[config.mk]
export PLATFORM = sky130hd
export DESIGN_NAME = ird_slave
export DESIGN_NICKNAME = d
export VERILOG_FILES = /design/src/rtl/ird_pkg.sv /design/src/rtl/ird_sync.sv /design/src/rtl/ird_addr_latch.sv /design/src/rtl/ird_rd_ctrl.sv /design/src/rtl/ird_slave.sv
export SDC_FILE = /design/constraint.sdc
export NUM_CORES = 1
export LEC_CHECK = 0
export ABC_AREA = 0
export BUFFER_PORTS_ARGS = -buffer_cell sky130_fd_sc_hd__clkbuf_2
export CELL_PAD_IN_SITES_DETAIL_PLACEMENT = 2
export CELL_PAD_IN_SITES_GLOBAL_PLACEMENT = 2
export CORE_ASPECT_RATIO = 0.8
export CORE_MARGIN = 2
export CORE_UTILIZATION = 30
export CTS_CLUSTER_SIZE = 20
export DETAILED_ROUTE_END_ITERATION = 8
export PLACE_DENSITY = 0.76
export SYNTH_ARGS = -nofsm -noshare
export SYNTH_HDL_FRONTEND = slang
export SYNTH_HIERARCHICAL = 1
export SYNTH_SLANG_ARGS = --single-unit
[constraint.sdc]
create_clock -name clk -period 1.7 [get_ports clk]
set_input_delay 0.085 -clock clk [delete_from_list [all_inputs] [get_ports clk]]
set_output_delay 0.085 -clock clk [all_outputs]
set_load 0.02 [all_outputs]
[src/rtl/ird_pkg.sv]
package ird_pkg;
  typedef enum logic [1:0] {
    ST_IDLE   = 2'd0,
    ST_ACCESS = 2'd1,
    ST_READY  = 2'd2
  } rd_state_t;

  // positions of host controls inside the synchroniser vector
  localparam int SYNC_CS  = 0;
  localparam int SYNC_ALE = 1;
  localparam int SYNC_RD  = 2;
  localparam int SYNC_W   = 3;
endpackage

[src/rtl/ird_sync.sv]
module ird_sync #(
  parameter int          WIDTH   = 3,
  parameter logic [WIDTH-1:0] RST_VAL = '0
) (
  input  logic             clk,
  input  logic             rst_n,
  input  logic [WIDTH-1:0] async_in,
  output logic [WIDTH-1:0] sync_out
);
  for (genvar b = 0; b < WIDTH; b++) begin : g_bit
    logic meta_q;
    logic stab_q;
    always_ff @(posedge clk or negedge rst_n) begin
      if (!rst_n) begin
        meta_q <= RST_VAL[b];
        stab_q <= RST_VAL[b];
      end else begin
        meta_q <= async_in[b];
        stab_q <= meta_q;
      end
    end
    assign sync_out[b] = stab_q;
  end
endmodule

[src/rtl/ird_addr_latch.sv]
module ird_addr_latch #(
  parameter int ADDR_W = 15
) (
  input  logic              clk,
  input  logic              rst_n,
  input  logic              ale_s,
  input  logic [ADDR_W-1:0] addr_in,
  output logic [ADDR_W-1:0] addr_q
);
  always_ff @(posedge clk or negedge rst_n) begin
    if (!rst_n)     addr_q <= '0;
    else if (ale_s) addr_q <= addr_in;
  end

  assert_addr_hold_R2: assert property (@(posedge clk) disable iff (!rst_n)
    (!ale_s && !$past(ale_s)) |-> $stable(addr_q));
endmodule

[src/rtl/ird_rd_ctrl.sv]
module ird_rd_ctrl
  import ird_pkg::*;
#(
  parameter int DATA_W     = 8,
  parameter int ACCESS_LAT = 2
) (
  input  logic              clk,
  input  logic              rst_n,
  input  logic              cs_s,
  input  logic              rd_s,
  output logic              rf_rd_en,
  input  logic [DATA_W-1:0] rf_rd_data,
  output logic [DATA_W-1:0] d_out,
  output logic              d_oe,
  output logic              rdy_n
);
  localparam int CNT_W = (ACCESS_LAT < 2) ? 1 : $clog2(ACCESS_LAT);
  localparam logic [CNT_W-1:0] CNT_LAST = CNT_W'(ACCESS_LAT - 1);

  rd_state_t         state_q;
  logic [CNT_W-1:0]  cnt_q;
  logic [DATA_W-1:0] hold_q;
  logic              rd_d_q;
  logic              cs_d_q;
  logic              fell;
  logic              start;
  logic              abort;

  assign fell  = rd_d_q & ~rd_s;
  assign abort = rd_s | cs_s;
  assign start = (state_q == ST_IDLE) & fell & ~cs_s;

  always_ff @(posedge clk or negedge rst_n) begin
    if (!rst_n) begin
      state_q <= ST_IDLE;
      cnt_q   <= '0;
      hold_q  <= '0;
      rd_d_q  <= 1'b1;
      cs_d_q  <= 1'b1;
    end else begin
      rd_d_q <= rd_s;
      cs_d_q <= cs_s;
      unique case (state_q)
        ST_IDLE: begin
          if (start) begin
            state_q <= ST_ACCESS;
            cnt_q   <= '0;
          end
        end
        ST_ACCESS: begin
          if (abort) begin
            state_q <= ST_IDLE;
          end else begin
            if (cnt_q == '0) hold_q <= rf_rd_data;
            if (cnt_q == CNT_LAST) state_q <= ST_READY;
            else                   cnt_q   <= cnt_q + 1'b1;
          end
        end
        ST_READY: begin
          if (abort) state_q <= ST_IDLE;
        end
        default: state_q <= ST_IDLE;
      endcase
    end
  end

  assign rf_rd_en = start;
  assign d_out    = hold_q;
  assign d_oe     = (state_q != ST_IDLE) & ~abort;
  assign rdy_n    = (state_q != ST_READY);

  assert_rdy_after_drive_R4: assert property (@(posedge clk) disable iff (!rst_n)
    (rdy_n == 1'b0 && $past(rdy_n) == 1'b1) |-> $past(d_oe));

  assert_data_stable_R5: assert property (@(posedge clk) disable iff (!rst_n)
    (!rdy_n && !$past(rdy_n)) |-> $stable(d_out));

  assert_rdy_release_R6: assert property (@(posedge clk) disable iff (!rst_n)
    (rd_s && !rd_d_q) |=> rdy_n);

  assert_rdy_release_cs_R7: assert property (@(posedge clk) disable iff (!rst_n)
    (cs_s && !cs_d_q) |=> rdy_n);

  assert_rden_pulse_R8: assert property (@(posedge clk) disable iff (!rst_n)
    rf_rd_en |=> !rf_rd_en);
endmodule

[src/rtl/ird_slave.sv]
module ird_slave
  import ird_pkg::*;
#(
  parameter int ADDR_W     = 15,
  parameter int DATA_W     = 8,
  parameter int ACCESS_LAT = 2
) (
  input  logic              clk,
  input  logic              rst_n,
  input  logic              bus_cs_n,
  input  logic              bus_ale,
  input  logic              bus_rd_n,
  input  logic [ADDR_W-1:0] bus_addr,
  output logic [DATA_W-1:0] bus_d_out,
  output logic              bus_d_oe,
  output logic              bus_rdy_n,
  output logic [ADDR_W-1:0] rf_addr,
  output logic              rf_rd_en,
  input  logic [DATA_W-1:0] rf_rd_data
);
  localparam logic [SYNC_W-1:0] SYNC_RST = SYNC_W'(3'b101);

  logic [SYNC_W-1:0] ctl_raw;
  logic [SYNC_W-1:0] ctl_s;

  initial begin
    if (ACCESS_LAT < 1) $error("ACCESS_LAT must be at least 1");
  end

  assign ctl_raw[SYNC_CS]  = bus_cs_n;
  assign ctl_raw[SYNC_ALE] = bus_ale;
  assign ctl_raw[SYNC_RD]  = bus_rd_n;

  ird_sync #(.WIDTH(SYNC_W), .RST_VAL(SYNC_RST)) u_sync (
    .clk      (clk),
    .rst_n    (rst_n),
    .async_in (ctl_raw),
    .sync_out (ctl_s)
  );

  ird_addr_latch #(.ADDR_W(ADDR_W)) u_addr (
    .clk     (clk),
    .rst_n   (rst_n),
    .ale_s   (ctl_s[SYNC_ALE]),
    .addr_in (bus_addr),
    .addr_q  (rf_addr)
  );

  ird_rd_ctrl #(.DATA_W(DATA_W), .ACCESS_LAT(ACCESS_LAT)) u_ctrl (
    .clk        (clk),
    .rst_n      (rst_n),
    .cs_s       (ctl_s[SYNC_CS]),
    .rd_s       (ctl_s[SYNC_RD]),
    .rf_rd_en   (rf_rd_en),
    .rf_rd_data (rf_rd_data),
    .d_out      (bus_d_out),
    .d_oe       (bus_d_oe),
    .rdy_n      (bus_rdy_n)
  );
endmodule

==> metrics.yaml, run 1 <==
route:
  drc: 0
  routed_wl_microns: 2590
  avgRoutedWirePerCell_microns: 13.6
  drtPass1Iterations: 3
  drt_iter0_drc: 25
  vias: 816
  postRouteAntennaNets: 0
  vias_per_cell: 4.29
clocking:
  insertion_delay_ns: 0.27
  cts.clk_slew.worst_paths_ns: 0.07
  cts_max_path_buffers: 2
  cts_inserted_buffers: 5
  cts_tree: "yes"
  root_buffer: "clkbuf_8"
  cts_sinks: 33
  cts_max_level: 2
status:
  status: "finished clean"
timing:
  setup_violations: 0
  fmax_mhz: 672
  tightest_slew_ns: 0.792
  final.setup.tns_ns: 0
  clock-skew-final_ns: 0.00519
  drv_slew: 0
  hold_viol: 0
  max_slew_margin_pct: 47.2
  rsz0062_at_grt: "false"
  period_needed_ns: 1.49
  post-route-period-util_pct: 87.6
die:
  die_area_sq_um: 4770
  start_util_pct: 30.8
  rows: 21
  die_y_microns: 62.2
  chipWidth_microns: 76.7
  core_area_sq_um: 4130
  io_pins: 54
placement:
  gp_congestion: 0.676
  io_buffers: 53
  placed_cells: 178
finish:
  diodes: 0
  fill_cells: 431
  drive_gt1_share_pct: 69.2
  fin_cells: 190
  area_growth_syn_to_layout_pct: 34.4
  final_nets: 160
critical_path:
  crit_required_ns: 1.86
  worstSetupStartpointType: "register"
  path_buf_inv: 0
  path_max_fanout: 9
  critPathTopFamily: "simple AND/OR/NAND/NOR gates"
  path_cells: "nor3_2, and3b_2, mux2_2"
  worstPathArrival_ns: 1.65
  endpoint_kind: "register"
  crit_path_top_delay_cell: "dfrtp_1"
  crit_type: "register to register"
  slowest_delay_ns: 0.42
synth:
  synth_area_sq_um: 1270
  yosysWarningCount: 6
  synthCells: 73
  synth_nets: 101
  syn_avg_cell_area_sq_um: 17.4
  yosys.cell_types.count: 17
  ys_seq_elements: 33
  yosysSeqAreaShare_pct: 65.6
min_path:
  hp-class: "input port to register"
power_and_ir_drop:
  ir_drop_uv: 528
  power.leakage_nw: 0.852
  powerDensity_nw_per_um2: 1240
global_route:
  grt_max_degree: 34
  grt_pass1_vias: 931
  grt_overflow_total: 0
  grt_usage_pct: 12.6
  antenna_found_initial: 0
  grt_pass1_wl_microns: 4690
run:
  maxCapViolCount: 0
[area by class of cell]
| class | instances | area [sq um] | area share [%] |
|---|---|---|---|
| timing repair buffer | 58 | 313 | 18.3 |
| multi-input combinational | 34 | 373 | 21.9 |
| clock buffer | 7 | 86.3 | 5.06 |
| sequential | 33 | 832 | 48.8 |
| clock inverter | 1 | 30.0 | 1.76 |
| tap | 57 | 71.3 | 4.18 |
[power by group]
part | switching (mW) | internal [mW] | leakage [nW] | total [mW]
combinational | 0.223 | 0.189 | 0.403 | 0.413
clock | 0.263 | 0.478 | 0.0585 | 0.740
sequential | 0.0626 | 0.901 | 0.390 | 0.963
[worst reg2reg max path, delay by kind of cell (launching register included)]
kind,cells,cell delay [ns]
simple gates,2,0.60
flops,1,0.42
mux,1,0.36
[layer usage]
metal	global-route usage, %	part of all wire, %
met2	21.6	51
met3	4.22	6.9
met4	4.09	1.2
met1	14.9	41
met5	0	0
[path summary, 6_finish.rpt]
check	start	end	slack, ns	depth (start not counted)
setup / recovery	u_ctrl/state_q[1]$_DFFE_PN0P_	u_ctrl/d_out[1]$_DFFE_PN0P_	0.21	3
hold / removal	rf_rd_data[2]	u_ctrl/d_out[2]$_DFFE_PN0P_	0.04	2
setup reg to reg	u_ctrl/state_q[1]$_DFFE_PN0P_	u_ctrl/d_out[1]$_DFFE_PN0P_	0.21	3
hold reg to reg	u_sync/g_bit[1].meta_q$_DFF_PN0_	u_sync/g_bit[1].stab_q$_DFF_PN0_	0.35	0
max in group asynchronous	rst_n	u_addr/addr_q[10]$_DFFE_PN0P_	0.76	2
min in group asynchronous	rst_n	u_ctrl/state_q[1]$_DFFE_PN0P_	0.44	2
[timing repair]
action | CTS | global route
gates resized for setup | 0 | 1
setup buffers | 0 | 0
endpoints found under the hold margin | 31 | 0
endpoints found under the setup margin | 0 | 8
hold buffers | 4 | 0
[cell usage after synthesis]
| library cell | instances | share of area (%) |
|---|---|---|
| nand3b_1 | 1 | 0.59 |
| buf_12 | 1 | 1.6 |
| mux2_2 | 13 | 12 |
| dfstp_2 | 5 | 10 |
| and3b_1 | 1 | 0.69 |
| dfrtp_1 | 28 | 55 |
| o21bai_1 | 1 | 0.59 |
| buf_6 | 2 | 1.8 |
| a22o_2 | 1 | 0.79 |
| nand2_1 | 1 | 0.30 |
| a211oi_1 | 1 | 0.59 |
| mux2_4 | 10 | 12 |
| nor3_1 | 1 | 0.39 |
| buf_4 | 3 | 1.8 |
| nor2_1 | 2 | 0.59 |
| nor3_2 | 1 | 0.79 |
| or2b_1 | 1 | 0.59 |
[cell usage in the layout (no fill, tap or decap)]
master / netlist / routed
clkbuf_1: 0 / 1
dfstp_2: 5 / 5
nor3_2: 1 / 1
o21bai_1: 1 / 1
mux2_4: 10 / 10
dlygate4sd3_1: 0 / 4
bufinv_16: 0 / 1
clkbuf_8: 0 / 6
clkbuf_2: 0 / 53
buf_4: 3 / 1
nor2_1: 2 / 2
nand3b_1: 1 / 1
a211oi_1: 1 / 1
dfrtp_1: 28 / 28
nor3_1: 1 / 1
mux2_2: 13 / 13
nand2_1: 1 / 1
or2b_1: 1 / 1
and3b_2: 0 / 1
a22o_2: 1 / 1
[through the flow]
stage	worst slack, ns	area (sq um)	hold slack [ns]	power (mW)	util (%)
after detailed placement	0.102	1550	0.179	1.39	37.5
after global placement	0.174	1550	0.176	1.37	37.5
after CTS	0.0970	1700	0.0275	2.15	41.3
after global routing	0.0968	1710	0.0287	2.24	41.3
after floorplan	0.295	1270	-0.211	1.23	-
final	0.211	1710	0.0404	2.12	41.3
[logic make-up after synthesis]
kind of cell	share of synthesized area (%)
flip-flops	65.6
multiplexers	23.4
AND/OR/NAND/NOR	3.94
buffers and inverters	5.13
AO/OA/AOI/OAI	1.97
[registers in the layout, indices dropped and copies added (netlist names)]
signal	flops
u_addr/addr_q	15
u_ctrl/d_out	8
u_sync/g_bit.meta_q	3
u_sync/g_bit.stab_q	3
u_ctrl/state_q	2
u_ctrl/cnt_q	1
u_ctrl/rd_d_q	1
No activity file was read; power rests on OpenSTA's default activity.
==> inputs of run 2 (changes only) <==
--- a/config.mk
+++ b/config.mk
@@ -11,10 +11,11 @@
 export CELL_PAD_IN_SITES_GLOBAL_PLACEMENT = 2
 export CORE_ASPECT_RATIO = 0.8
 export CORE_MARGIN = 2
-export CORE_UTILIZATION = 30
+export CORE_UTILIZATION = 35
+export CTS_BUF_LIST = sky130_fd_sc_hd__clkbuf_4 sky130_fd_sc_hd__clkbuf_8
 export CTS_CLUSTER_SIZE = 20
 export DETAILED_ROUTE_END_ITERATION = 8
-export PLACE_DENSITY = 0.76
+export PLACE_DENSITY = 0.87
 export SYNTH_ARGS = -nofsm -noshare
 export SYNTH_HDL_FRONTEND = slang
 export SYNTH_HIERARCHICAL = 1
==> constraint.sdc (replaced) <==
create_clock -name clk -period 1.9 [get_ports clk]
set_input_delay 0.095 -clock clk [delete_from_list [all_inputs] [get_ports clk]]
set_output_delay 0.095 -clock clk [all_outputs]
set_load 0.02 [all_outputs]
==> run 2 against run 1 <==
  * Critical path depth unchanged
  * Non-clock buffer count unchanged
  * Flip-flop and latch count unchanged
  * Clock-buffer cell count unchanged
  * Register-to-register slack better by 0.06 ns
  * Combinational power down 9.0%
  * Die area down 13%
  * Clock power down 6.8%
  * Largest power group unchanged
==> metrics.yaml, run 2 (synthesis gave the netlist of run 1 again) <==
min_path:
  hp-class: "input port to register"
clocking:
  cts_inserted_buffers: 5  # unchanged
  cts.clk_slew.worst_paths_ns: 0.07  # about the same
  cts_tree: "yes"
  root_buffer: "clkbuf_8"
  cts_setup_buffers: 0  # unchanged
  cts_max_path_buffers: 2  # unchanged
  insertion_delay_ns: 0.28  # about the same
  cts_sinks: 33  # unchanged
  cts_max_level: 2  # unchanged
timing:
  fmax_mhz: 615  # -8.4%
  fin_ws_ns: 0.274  # +0.0631 ns
  clock-skew-final_ns: 0.00641  # +0.00121 ns
  tightest_slew_ns: 0.812  # +0.0197 ns
  drv_slew: 0  # unchanged
  hold_viol: 0  # unchanged
  rsz0062_at_grt: "false"
  holdWs_ns: 0.0441  # +0.00377 ns
  final.setup.tns_ns: 0  # unchanged
  period_needed_ns: 1.63  # +0.137 ns
  max_slew_margin_pct: 45.9  # -1.3 points
  post-route-period-util_pct: 85.6  # -2.0 points
  setup_violations: 0  # unchanged
finish:
  layout.cells.most_common: "clkbuf_2"
  area_growth_syn_to_layout_pct: 33.1
  top_register: "u_addr/addr_q"
  drive_gt1_share_pct: 69.2  # unchanged
  final_cell_mix: "clkbuf_2 (53), dfrtp_1 (28), mux2_2 (13)"
  largest_reg_flops: 15  # unchanged
  fin_cells: 175  # -7.9%
  final_nets: 160  # unchanged
  diodes: 0  # unchanged
placement:
  dp_hpwl_microns: 2110
  placed_cells: 163  # -8.4%
  pre_cts_slack_ns: 0.271  # +0.169 ns
  gp_congestion: 0.678  # +0.30%
  io_buffers: 53  # unchanged
critical_path:
  slowest_delay_ns: 0.45  # +0.03 ns
  endpoint_kind: "register"
  worstPathArrival_ns: 1.79  # +0.14 ns
  worstSetupStartpointType: "register"
  crit_required_ns: 2.06  # +0.20 ns
  crit_path_top_delay_cell: "and3b_1"
  path_cells: "nor3_2, and3b_1, mux2_2"
  critPathTopFamily: "simple AND/OR/NAND/NOR gates"
  path_max_fanout: 9  # unchanged
  crit_type: "register to register"
  path_buf_inv: 0  # unchanged
route:
  routed_wl_microns: 2860  # +10%
  vias: 823  # +0.86%
  postRouteAntennaNets: 0  # unchanged
  drtPass1Iterations: 3  # unchanged
  drt_iter0_drc: 42  # +68%
  vias_per_cell: 4.70  # +9.5%
  drc: 0  # unchanged
  avgRoutedWirePerCell_microns: 16.3  # +20%
power_and_ir_drop:
  ir_drop_uv: 416  # -21%
  p_seq_share_pct: 44.8  # -0.7 points
  p_comb_share_pct: 19.5  # about the same
  powerDensity_nw_per_um2: 1140  # -7.9%
  p_clk_share_pct: 35.7  # +0.7 points
  p_int_mw: 1.42  # -9.6%
  p_total_mw: 1.93  # -8.8%
  power.leakage_nw: 0.856  # +0.47%
  p_switching_uw: 514  # -6.4%
  switching_share_pct: 26.6  # +0.68 points
die:
  rows: 19  # -9.5%
  die_area_sq_um: 4130  # -13%
  core_area_sq_um: 3450  # -16%
  chipWidth_microns: 71.3  # -7.0%
  io_pins: 54  # unchanged
  die_y_microns: 57.9  # -6.9%
  start_util_pct: 36.8  # +6.1 points
global_route:
  grt_pass1_vias: 990  # +6.3%
  grt_pass1_wl_microns: 4920  # +5.0%
  antenna_found_initial: 0  # unchanged
  grt_max_degree: 34  # unchanged
  grt_overflow_total: 0  # unchanged
  grt_usage_pct: 16.1  # +3.5 points
run:
  maxCapViolCount: 0  # unchanged
status:
  status: "finished clean"
==> run 2: path summary, 6_finish.rpt <==
kind,slack (ns),endpoint,cells past startpoint,start
hold reg to reg,0.36,u_sync/g_bit[1].stab_q$_DFF_PN0_,0,u_sync/g_bit[1].meta_q$_DFF_PN0_
min in group asynchronous,0.44,u_ctrl/d_out[3]$_DFFE_PN0P_,2,rst_n
max in group asynchronous,0.95,u_sync/g_bit[1].meta_q$_DFF_PN0_,2,rst_n
setup / recovery,0.27,u_ctrl/d_out[1]$_DFFE_PN0P_,3,u_ctrl/state_q[1]$_DFFE_PN0P_
setup reg to reg,0.27,u_ctrl/d_out[1]$_DFFE_PN0P_,3,u_ctrl/state_q[1]$_DFFE_PN0P_
hold / removal,0.04,u_addr/addr_q[12]$_DFFE_PN0P_,2,bus_addr[12]
==> run 2: repair_timing <==
item | in CTS | in global routing
gates resized for setup | 0 | 0
hold endpoints to repair | 31 | 0
hold buffers | 4 | 0
==> run 2: power groups by stage <==
stage	clock network, mW	registers, mW	logic, mW
3_5_place_dp	0	0.878	0.375
6_report	0.690	0.865	0.376
3_3_place_gp	0	0.868	0.359
2_1_floorplan	0	0.973	0.125
4_1_cts	0.709	0.867	0.383
5_1_grt	0.743	0.881	0.405
==> run 2: routing by layer <==
layer  vias up  part of all wire (%)  track usage [%]
met5         -                     0                0
met4         0                  0.63             4.85
met3         3                   7.6             5.22
met2        41                    52             28.4
met1       415                    40             18.9
li1        364                     -                -
==> run 2: cell type report <==
cell class              instances  area, sq um
flip-flops and latches         33          832
repair buffers                 58          313
multi-input cells              34          372
clock inverters                 1         30.0
clock buffers                   7         90.1
fillers                       340         1760
well taps                      42         52.6
==> run 2: through the flow <==
| stage | util [%] | area (sq um) |
|---|---|---|
| after detailed placement | 44.4 | 1530 |
| after global placement | 44.4 | 1530 |
| after floorplan | - | 1270 |
| after global routing | 49.0 | 1690 |
| after CTS | 49.0 | 1690 |
| final | 49.0 | 1690 |
